File: src/rtl/cbl_pkg.sv
package cbl_pkg;
    localparam logic [3:0] OP_NOP   = 4'd0;
    localparam logic [3:0] OP_CMPA  = 4'd1;
    localparam logic [3:0] OP_IDXM  = 4'd2;
    localparam logic [3:0] OP_IDXR  = 4'd3;
    localparam logic [3:0] OP_CMPRR = 4'd4;
    localparam logic [3:0] OP_JLT   = 4'd5;
    localparam logic [3:0] OP_JEQ   = 4'd6;
    localparam logic [3:0] OP_JGT   = 4'd7;
    localparam logic [3:0] OP_CALL  = 4'd8;
    localparam logic [3:0] OP_RET   = 4'd9;

    typedef enum logic [1:0] {
        CC_LT = 2'b00,
        CC_EQ = 2'b01,
        CC_GT = 2'b10
    } cc_e;
endpackage

File: src/rtl/cbl_cmp.sv
module cbl_cmp #(
    parameter int W = 24
) (
    input  logic [W-1:0]  lhs_i,
    input  logic [W-1:0]  rhs_i,
    output cbl_pkg::cc_e  res_o
);
    import cbl_pkg::*;

    always_comb begin
        if ($signed(lhs_i) < $signed(rhs_i))
            res_o = CC_LT;
        else if (lhs_i == rhs_i)
            res_o = CC_EQ;
        else
            res_o = CC_GT;
    end
endmodule

File: src/rtl/cbl_idx.sv
module cbl_idx #(
    parameter int W = 24
) (
    input  logic [W-1:0] x_i,
    output logic [W-1:0] x_next_o
);
    localparam logic [W-1:0] ONE = W'(1);

    assign x_next_o = x_i + ONE;
endmodule

File: src/rtl/cbl_pcsel.sv
module cbl_pcsel #(
    parameter int AW = 20
) (
    input  logic [3:0]    op_i,
    input  cbl_pkg::cc_e  cc_i,
    input  logic [AW-1:0] target_i,
    input  logic [AW-1:0] next_pc_i,
    input  logic [AW-1:0] ret_i,
    output logic [AW-1:0] pc_o
);
    import cbl_pkg::*;

    always_comb begin
        pc_o = next_pc_i;
        unique case (op_i)
            OP_JLT:  if (cc_i == CC_LT) pc_o = target_i;
            OP_JEQ:  if (cc_i == CC_EQ) pc_o = target_i;
            OP_JGT:  if (cc_i == CC_GT) pc_o = target_i;
            OP_CALL: pc_o = target_i;
            OP_RET:  pc_o = ret_i;
            default: pc_o = next_pc_i;
        endcase
    end
endmodule

File: src/rtl/cbl_unit.sv
module cbl_unit #(
    parameter int W  = 24,
    parameter int AW = 20
) (
    input  logic          clk,
    input  logic          rst_n,
    input  logic          valid_i,
    input  logic [3:0]    op_i,
    input  logic [W-1:0]  a_i,
    input  logic [W-1:0]  x_i,
    input  logic [W-1:0]  l_i,
    input  logic [W-1:0]  opnd_i,
    input  logic [W-1:0]  opnd2_i,
    input  logic [AW-1:0] target_i,
    input  logic [AW-1:0] next_pc_i,
    output logic [AW-1:0] pc_o,
    output logic [1:0]    cc_o,
    output logic          x_we_o,
    output logic [W-1:0]  x_wd_o,
    output logic          l_we_o,
    output logic [W-1:0]  l_wd_o
);
    import cbl_pkg::*;

    localparam int PADW = W - AW;

    cc_e           cc_q, cc_d, cmp_res;
    logic [W-1:0]  x_inc, lhs, rhs;
    logic [AW-1:0] pc_nxt;
    logic          is_cmp, is_idx;

    cbl_idx #(.W(W)) u_idx (.x_i(x_i), .x_next_o(x_inc));

    cbl_cmp #(.W(W)) u_cmp (.lhs_i(lhs), .rhs_i(rhs), .res_o(cmp_res));

    cbl_pcsel #(.AW(AW)) u_pcsel (
        .op_i(op_i), .cc_i(cc_q), .target_i(target_i),
        .next_pc_i(next_pc_i), .ret_i(l_i[AW-1:0]), .pc_o(pc_nxt)
    );

    // Operand steering and condition code transitions
    always_comb begin
        lhs    = a_i;
        rhs    = opnd_i;
        is_cmp = 1'b0;
        is_idx = 1'b0;
        unique case (op_i)
            OP_CMPA:          is_cmp = 1'b1;
            OP_IDXM, OP_IDXR: begin is_cmp = 1'b1; is_idx = 1'b1; lhs = x_inc; end
            OP_CMPRR:         begin is_cmp = 1'b1; lhs = opnd_i; rhs = opnd2_i; end
            default:          is_cmp = 1'b0;
        endcase
        cc_d = cc_q;
        if (valid_i && is_cmp) begin
            unique case (cc_q)
                CC_LT, CC_EQ, CC_GT: cc_d = cmp_res;
                default:             cc_d = CC_EQ;
            endcase
        end
    end

    // State register
    always_ff @(posedge clk) begin
        if (!rst_n) cc_q <= CC_EQ;
        else        cc_q <= cc_d;
    end

    // Output register
    always_ff @(posedge clk) begin
        if (!rst_n) begin
            pc_o   <= '0;
            x_we_o <= 1'b0;
            x_wd_o <= '0;
            l_we_o <= 1'b0;
            l_wd_o <= '0;
        end else begin
            x_we_o <= valid_i && is_idx;
            l_we_o <= valid_i && (op_i == OP_CALL);
            if (valid_i) begin
                pc_o   <= pc_nxt;
                x_wd_o <= x_inc;
                l_wd_o <= {{PADW{1'b0}}, next_pc_i};
            end
        end
    end

    assign cc_o = cc_q;

    AST_CC_LEGAL: assert property (@(posedge clk) disable iff (!rst_n)
        cc_o != 2'b11);
    AST_X_WRAP: assert property (@(posedge clk) disable iff (!rst_n)
        valid_i && (op_i == OP_IDXM || op_i == OP_IDXR) |=> x_we_o && x_wd_o == $past(x_i) + W'(1));
    AST_CALL_LINK: assert property (@(posedge clk) disable iff (!rst_n)
        valid_i && op_i == OP_CALL |=> l_we_o && pc_o == $past(target_i));
    AST_RET_PC: assert property (@(posedge clk) disable iff (!rst_n)
        valid_i && op_i == OP_RET |=> pc_o == $past(l_i[AW-1:0]));
    AST_CC_STICKY: assert property (@(posedge clk) disable iff (!rst_n)
        valid_i && op_i > OP_CMPRR |=> $stable(cc_o));
    AST_IDLE_HOLD: assert property (@(posedge clk) disable iff (!rst_n)
        !valid_i |=> $stable(pc_o) && $stable(cc_o) && !x_we_o && !l_we_o);
    AST_JEQ_MISS: assert property (@(posedge clk) disable iff (!rst_n)
        valid_i && op_i == OP_JEQ && cc_o != 2'b01 |=> pc_o == $past(next_pc_i));
endmodule

File: config.mk
export PLATFORM = sky130hd
export DESIGN_NAME = cbl_unit
export DESIGN_NICKNAME = d
export VERILOG_FILES = /design/src/rtl/cbl_pkg.sv /design/src/rtl/cbl_cmp.sv /design/src/rtl/cbl_idx.sv /design/src/rtl/cbl_pcsel.sv /design/src/rtl/cbl_unit.sv
export SDC_FILE = /design/constraint.sdc
export NUM_CORES = 1
export LEC_CHECK = 0
export BUFFER_PORTS_ARGS = -buffer_cell sky130_fd_sc_hd__clkbuf_2
export CORE_MARGIN = 2
export CORE_UTILIZATION = 49
export CTS_CLUSTER_DIAMETER = 100
export DETAILED_ROUTE_END_ITERATION = 8
export PLACE_DENSITY = 0.93
export SYNTH_ARGS = -nofsm -noshare
export SYNTH_HDL_FRONTEND = slang
export SYNTH_SLANG_ARGS = --single-unit
export TNS_END_PERCENT = 30
File: constraint.sdc
create_clock -name clk -period 7.1 [get_ports clk]
set_clock_uncertainty 0.1 [all_clocks]
set_input_delay 1.42 -clock clk [delete_from_list [all_inputs] [get_ports clk]]
set_output_delay 1.42 -clock clk [all_outputs]
set_load 0.1 [all_outputs]
# Yosys cells after proc, flatten, opt, wreduce, memory -nomap -nowiden
# Cells that the tools add are included.
totals:
  register_bits: 68
op_classes:
  addsub: 1
  magnitude_cmp: 1
  n_eq_ne: 12
  n_mux: 11
  reduce_logical: 7
ops:
  columns: ["op", "n"]
  rows:
  - ["20-bit case mux with 5 select lines", 1]
  - ["20-bit 2-to-1 mux", 3]
  - ["24-bit case mux with 2 select lines", 1]
  - ["24-bit by 1-bit adder with 24-bit output (second input constant)", 1]
  - ["24-bit equality test", 1]
  - ["24-bit less-than comparator", 1]
  - ["24-bit 2-to-1 mux", 1]
  - ["4-bit by 3-bit equality test with 1-bit output (second input constant)", 4]
  - ["4-bit by 2-bit equality test with 1-bit output (second input constant)", 2]
  - ["4-bit equality test (second input constant)", 2]
  - ["2-bit 2-to-1 mux", 3]
  - ["4-bit by 1-bit equality test with 1-bit output (second input constant)", 1]
  - ["4-bit OR reduction", 1]
  - ["1-bit logical AND", 3]
  - ["3-bit OR reduction", 1]
  - ["2-bit by 1-bit equality test with 1-bit output (second input constant)", 1]
  - ["2-bit equality test (second input constant)", 1]
  - ["2-bit zero test", 1]
  - ["1-bit 2-to-1 mux", 2]
  - ["2-bit OR reduction", 1]

# Depth between registers and ports, before layout
logic_depth:
  word_depth: 7
  ltp_mapped: 14
  depth_no_buf: 14

# Cells and area by module
# A second synthesis with hierarchy kept.
unflattened:
  hier_cells: 542
  area_unflattened_um2: 5046.1
by_module_without_submodules:
  columns: ["mod", "n_inst", "cells_each", "area_per_inst_um2", "seq_area_each_um2"]
  rows:
  - ["cbl_unit", 1, 313, 3357.0, 1361.3]
  - ["cbl_pcsel", 1, 86, 656.9, 0.0]
  - ["cbl_cmp", 1, 85, 623.1, 0.0]
  - ["cbl_idx", 1, 58, 409.1, 0.0]

# Least setup slack after synthesis
# Ideal clock, no wire load.
synth_timing:
  path_type: "input to register"
  start: "in x_i[5]"
  end: "reg cc_q[1], in the netlist cc_o[1]"
  setup_ns: 0.141
  arrival_time_ns: 4.198
  required_ns: 6.859
  slack_ns: 2.661
  path_stages: 14
  path_buffers: 1
  path_cell_list: "nand3_1 -> or4_4 -> or2_1 -> buf_6 -> nor3_2 -> xnor2_1 -> o21ai_1 -> ha_1 -> nand4_1 -> nor4_1 -> a22oi_1 -> and4_1 -> o21ai_0 -> o311ai_0"
synth_via:
  elab_chain_cells: 6
  elab_cells_between_ends: 7
  cone_classes: "1 x add/sub; 1 x order compare; 1 x eq/ne; 4 x mux"
synth_lines:
  columns: ["item", "line", "text"]
  rows:
  - ["start: declaration", "cbl_unit.sv:10", "input logic [W-1:0] x_i,"]
  - ["24-bit by 1-bit adder with 24-bit output (*)", "cbl_idx.sv:9", "assign x_next_o = x_i + ONE;"]
  - ["24-bit case mux with 2 select lines (*)", "cbl_unit.sv:47", "unique case (op_i)"]
  - ["branches (longest 2 deep; another with 24-bit less-than comparator)", null, null]
  - ["2-bit 2-to-1 mux (*)", "cbl_cmp.sv:11", "if ($signed(lhs_i) < $signed(rhs_i))"]
  - ["2-bit 2-to-1 mux (*)", "cbl_unit.sv:55", "unique case (cc_q)"]
  - ["end signal: assignment", "cbl_unit.sv:64", "if (!rst_n) cc_q <= CC_EQ;"]
  - ["end signal: assignment", "cbl_unit.sv:65", "else cc_q <= cc_d;"]
  - ["end: declaration", "cbl_unit.sv:27", "cc_e cc_q, cc_d, cmp_res;"]
# Every way passes the cells marked *.
# A chain may end at the register's enable or synchronous reset.

# Final worst setup path
layout_timing:
  start: "in x_i[0]"
  end: "reg cc_q[1], in the netlist cc_o[1]"
# Same word-level chain as after synthesis.

==> results by group <==
Run status
  • Status: complete, no violations

Timing
  • Slew Limit Fails: 0
  • Slew @ Worst Pin: roughly 1.1 ns
  • Fin. Hold Viols: 0
  • Setup-failing EPs final: 0
  • Final period utilization: ~68%
  • Relative slew slack: between 20% and 30%
  • Final WS setup: around 2.3 ns
  • Final hold slack: slightly below 0.4 ns
  • Final min period: just under 5 ns
  • Setup TNS Final: 0 ns
  • Unrepaired setup endpoints after global routing: false
  • Fmax: 207.2 MHz

Worst setup path
  • Worst setup path class: in2reg
  • CP max-delay cell: nor4_1
  • CP startpoint kind: primary input
  • Critical path arrival: a little under 5 ns
  • Worst endpoint required time: ~7.2 ns
  • Crit-path cells: clkbuf_2, ha_1, nand4_1, or3_1, nor3_1, nand4_1, xor2_1, o21ai_0, ha_1, nand4_1, nor4_1, a22oi_1, and4_1, o21ai_0, o311ai_0
  • Cell mode on critical path: nand4_1
  • FF-to-FF path depth: 7
  • R2R Setup Slk: ~5.2 ns
  • Largest stage delay, worst path: 0.60 ns
  • R2R Path Start: cc_o[0]$_SDFFE_PN1P_
  • R2R Path End: pc_o[8]$_SDFFE_PN0P_
  • Worst-path fanout max: 5
  • Critical Path End Type: flip-flop

Synthesis
  • Ys Warns: 0
  • Share of flip-flops with an asynchronous set or reset: 0%
  • Mapped Cells: ~530
  • Synth Area per Inst: slightly above 8 um^2
  • Sequential fraction of the synthesis area: 31.55%
  • Number of synthesized flops with an enable pin: 0
  • Post-synth top flop: dfxtp_1
  • Distinct cell type count of the synthesized netlist: 55
  • Cell Area, Synth: between 4000 and 5000 um^2
  • Seq cells post-synth: roughly 70

GRT
  • Vias in the first global route: between 4000 and 5000
  • Tot GR Track Use: approximately 29%
  • Total grt overflow: 0
  • Largest net degree at the start of global routing: approximately 110
  • First-pass GRT wire length: 22.72 mm
  • Initial antenna violation count: 0

Drt
  • Length of the first detailed-routing pass in iterations: 6
  • WL final: approximately 14 mm
  • Drt first-iter violations: around 200
  • Vias/cell: 5.770
  • # DRC: 0
  • Routed len/inst: 16.69 um
  • Antenna Violating Nets Remaining: 0
  • Vias: 4928

Final layout
  • # diodes: 0
  • Final nets: just over 900
  • Area grow syn2layout: 31.55%
  • Layout cells sized above 1: roughly 35%
  • Commonest non-fill, non-tap cell in the layout: clkbuf_2
  • Commonest non-fill, non-tap cells in the layout: 229 x clkbuf_2, 69 x nand2_1, 68 x dfxtp_1
  • Post-route cell area: about 5700 um^2

Clock network
  • CTS tree: built
  • Post-CTS Hold Buffers: 0
  • Total clock buffers created by CTS: 9
  • Setup repair bufs after CTS: 0
  • Reg clk slew, reported paths: about 0.090 ns
  • Worst-Skew Late Latency: about 0.35 ns
  • Post-cts gate resize count: 0
  • CTS Buffer Depth: 2
  • Root buf cell: clkbuf_8
  • CTS H-Tree Depth: 3
  • Clock sinks: approximately 70

Power and ir drop
  • Leak Pwr: ~2.6 nW
  • Power consumption: approximately 1.2 mW
  • PwrDens: roughly 200 nW/um^2
  • Worst vdd ir: 0.1566 mV

Job
  • Max-Cap Viols: 0

Place
  • Port Buf Inserts: 230
  • Final GP Congestion: approximately 0.9
  • Placed Area: 5494 um^2
  • Placement Setup Slack: about 1.9 ns
  • HPWL after detailed placement: roughly 11 mm

Floorplan
  • Std-Cell Rows: 34
  • Starting Density: between 40% and 50%
  • Die ar.: 9574 um^2
  • Die Width: 97.85 um
  • Die H: between 90 and 100 um
  • Core ar.: 8636 um^2
  • Ports: ~240

Worst hold path
  • Hold path startpoint: x_wd_o[9]$_SDFFE_PN0P_
  • Hold path endpoint: x_wd_o[9]$_SDFFE_PN0P_
  • Worst min path class: reg2reg
  • Hold Path Depth: 2
## metal layers
metal | vias up | GRT usage (%) | wire (um)
met4 | 0 | 13.35 | 509
met1 | 2275 | 32.39 | 5402
met3 | 45 | 7.301 | 1205
li1 | 2361 | - | -
met2 | 247 | 51.84 | 7136
met5 | - | 0 | 0
## cell usage after synthesis, types with 3 or more instances
| library cell | number | share of area, % |
|---|---|---|
| dfxtp_1 | 68 | 32 |
| a21oi_1 | 14 | 1.6 |
| nor3b_1 | 3 | 0.52 |
| mux2i_1 | 44 | 10 |
| nor2_1 | 55 | 4.8 |
| nor2b_1 | 3 | 0.43 |
| buf_4 | 4 | 0.70 |
| buf_2 | 3 | 0.35 |
| clkbuf_1 | 30 | 2.6 |
| a211oi_1 | 18 | 3.1 |
| inv_1 | 6 | 0.52 |
| o21ai_0 | 47 | 5.5 |
| a21o_1 | 3 | 0.52 |
| a41oi_1 | 21 | 4.3 |
| a22oi_1 | 23 | 4.0 |
| nand4_1 | 11 | 1.6 |
| nor3_1 | 5 | 0.58 |
| ha_1 | 25 | 7.2 |
| xor2_1 | 5 | 1.0 |
| nand3_1 | 12 | 1.4 |
| nand2_1 | 69 | 6.0 |
| xnor2_1 | 18 | 3.7 |
## final cells by class
class	count	area, um^2
clock buffer	9	123.9
multi-input combinational	420	2776
clock inverter	7	58.81
timing repair buffer	236	1199
sequential	68	1361
tap	108	135.1
inverter	6	22.52
fill	744	2959
## stage by stage
step	std cells	utilization, %
global route	854	65.73
finish	854	65.73
detailed placement	838	63.62
CTS	854	65.73
global placement	838	63.62
floorplan	534	-
## cells by family after synthesis
family,count (synthesis),share of synthesized area (%)
xor gates and xnor gates,23,4.668
other,1,0.08690
buffers and inverters,46,4.610
adders and majority gates,25,7.248
DFF,68,31.55
muxes,45,10.47
and+or+nand+nor,181,19.34
AOI/OAI and AO/OA,142,22.04
## flip-flops by register name (all words and copies together) (netlist names)
| name | flops |
|---|---|
| x_wd_o | 24 |
| l_wd_o | 20 |
| pc_o | 20 |
| cc_o | 2 |
| l_we_o | 1 |
| x_we_o | 1 |
## worst max-delay path, delay by kind of cell
kind	cells	cell delay, ns
AOI/OAI and AO/OA	4	0.51
xor gates and xnor gates	1	0.23
buffers and inverters	1	0.15
and+or+nand+nor	7	2.06
adders and majority gates	2	0.56
## where the power goes
group / switching (mW) / internal [mW] / leakage [nW]
registers: 0.0160 / 0.407 / 0.564
clock network: 0.170 / 0.132 / 0.0921
logic: 0.322 / 0.112 / 1.99
total: 0.508 / 0.651 / 2.65
## worst max-delay path by stage
stage | slack (ns) | startpoint | depth (start not counted) | to
6_report | 2.27 | x_i[0] | 15 | cc_o[1]$_SDFFE_PN0P_
4_1_cts | 2.28 | x_i[0] | 15 | cc_o[1]$_SDFFE_PN0P_
3_3_place_gp | 2.00 | x_i[0] | 15 | cc_o[1]$_SDFFE_PN0P_
3_5_place_dp | 1.94 | x_i[0] | 14 | cc_o[1]$_SDFFE_PN0P_
5_1_grt | 1.88 | x_i[0] | 15 | cc_o[1]$_SDFFE_PN0P_
2_1_floorplan | 2.66 | x_i[5] | 14 | cc_o[1]$_SDFFE_PN0P_
Power figures use the tool's default switching activity.
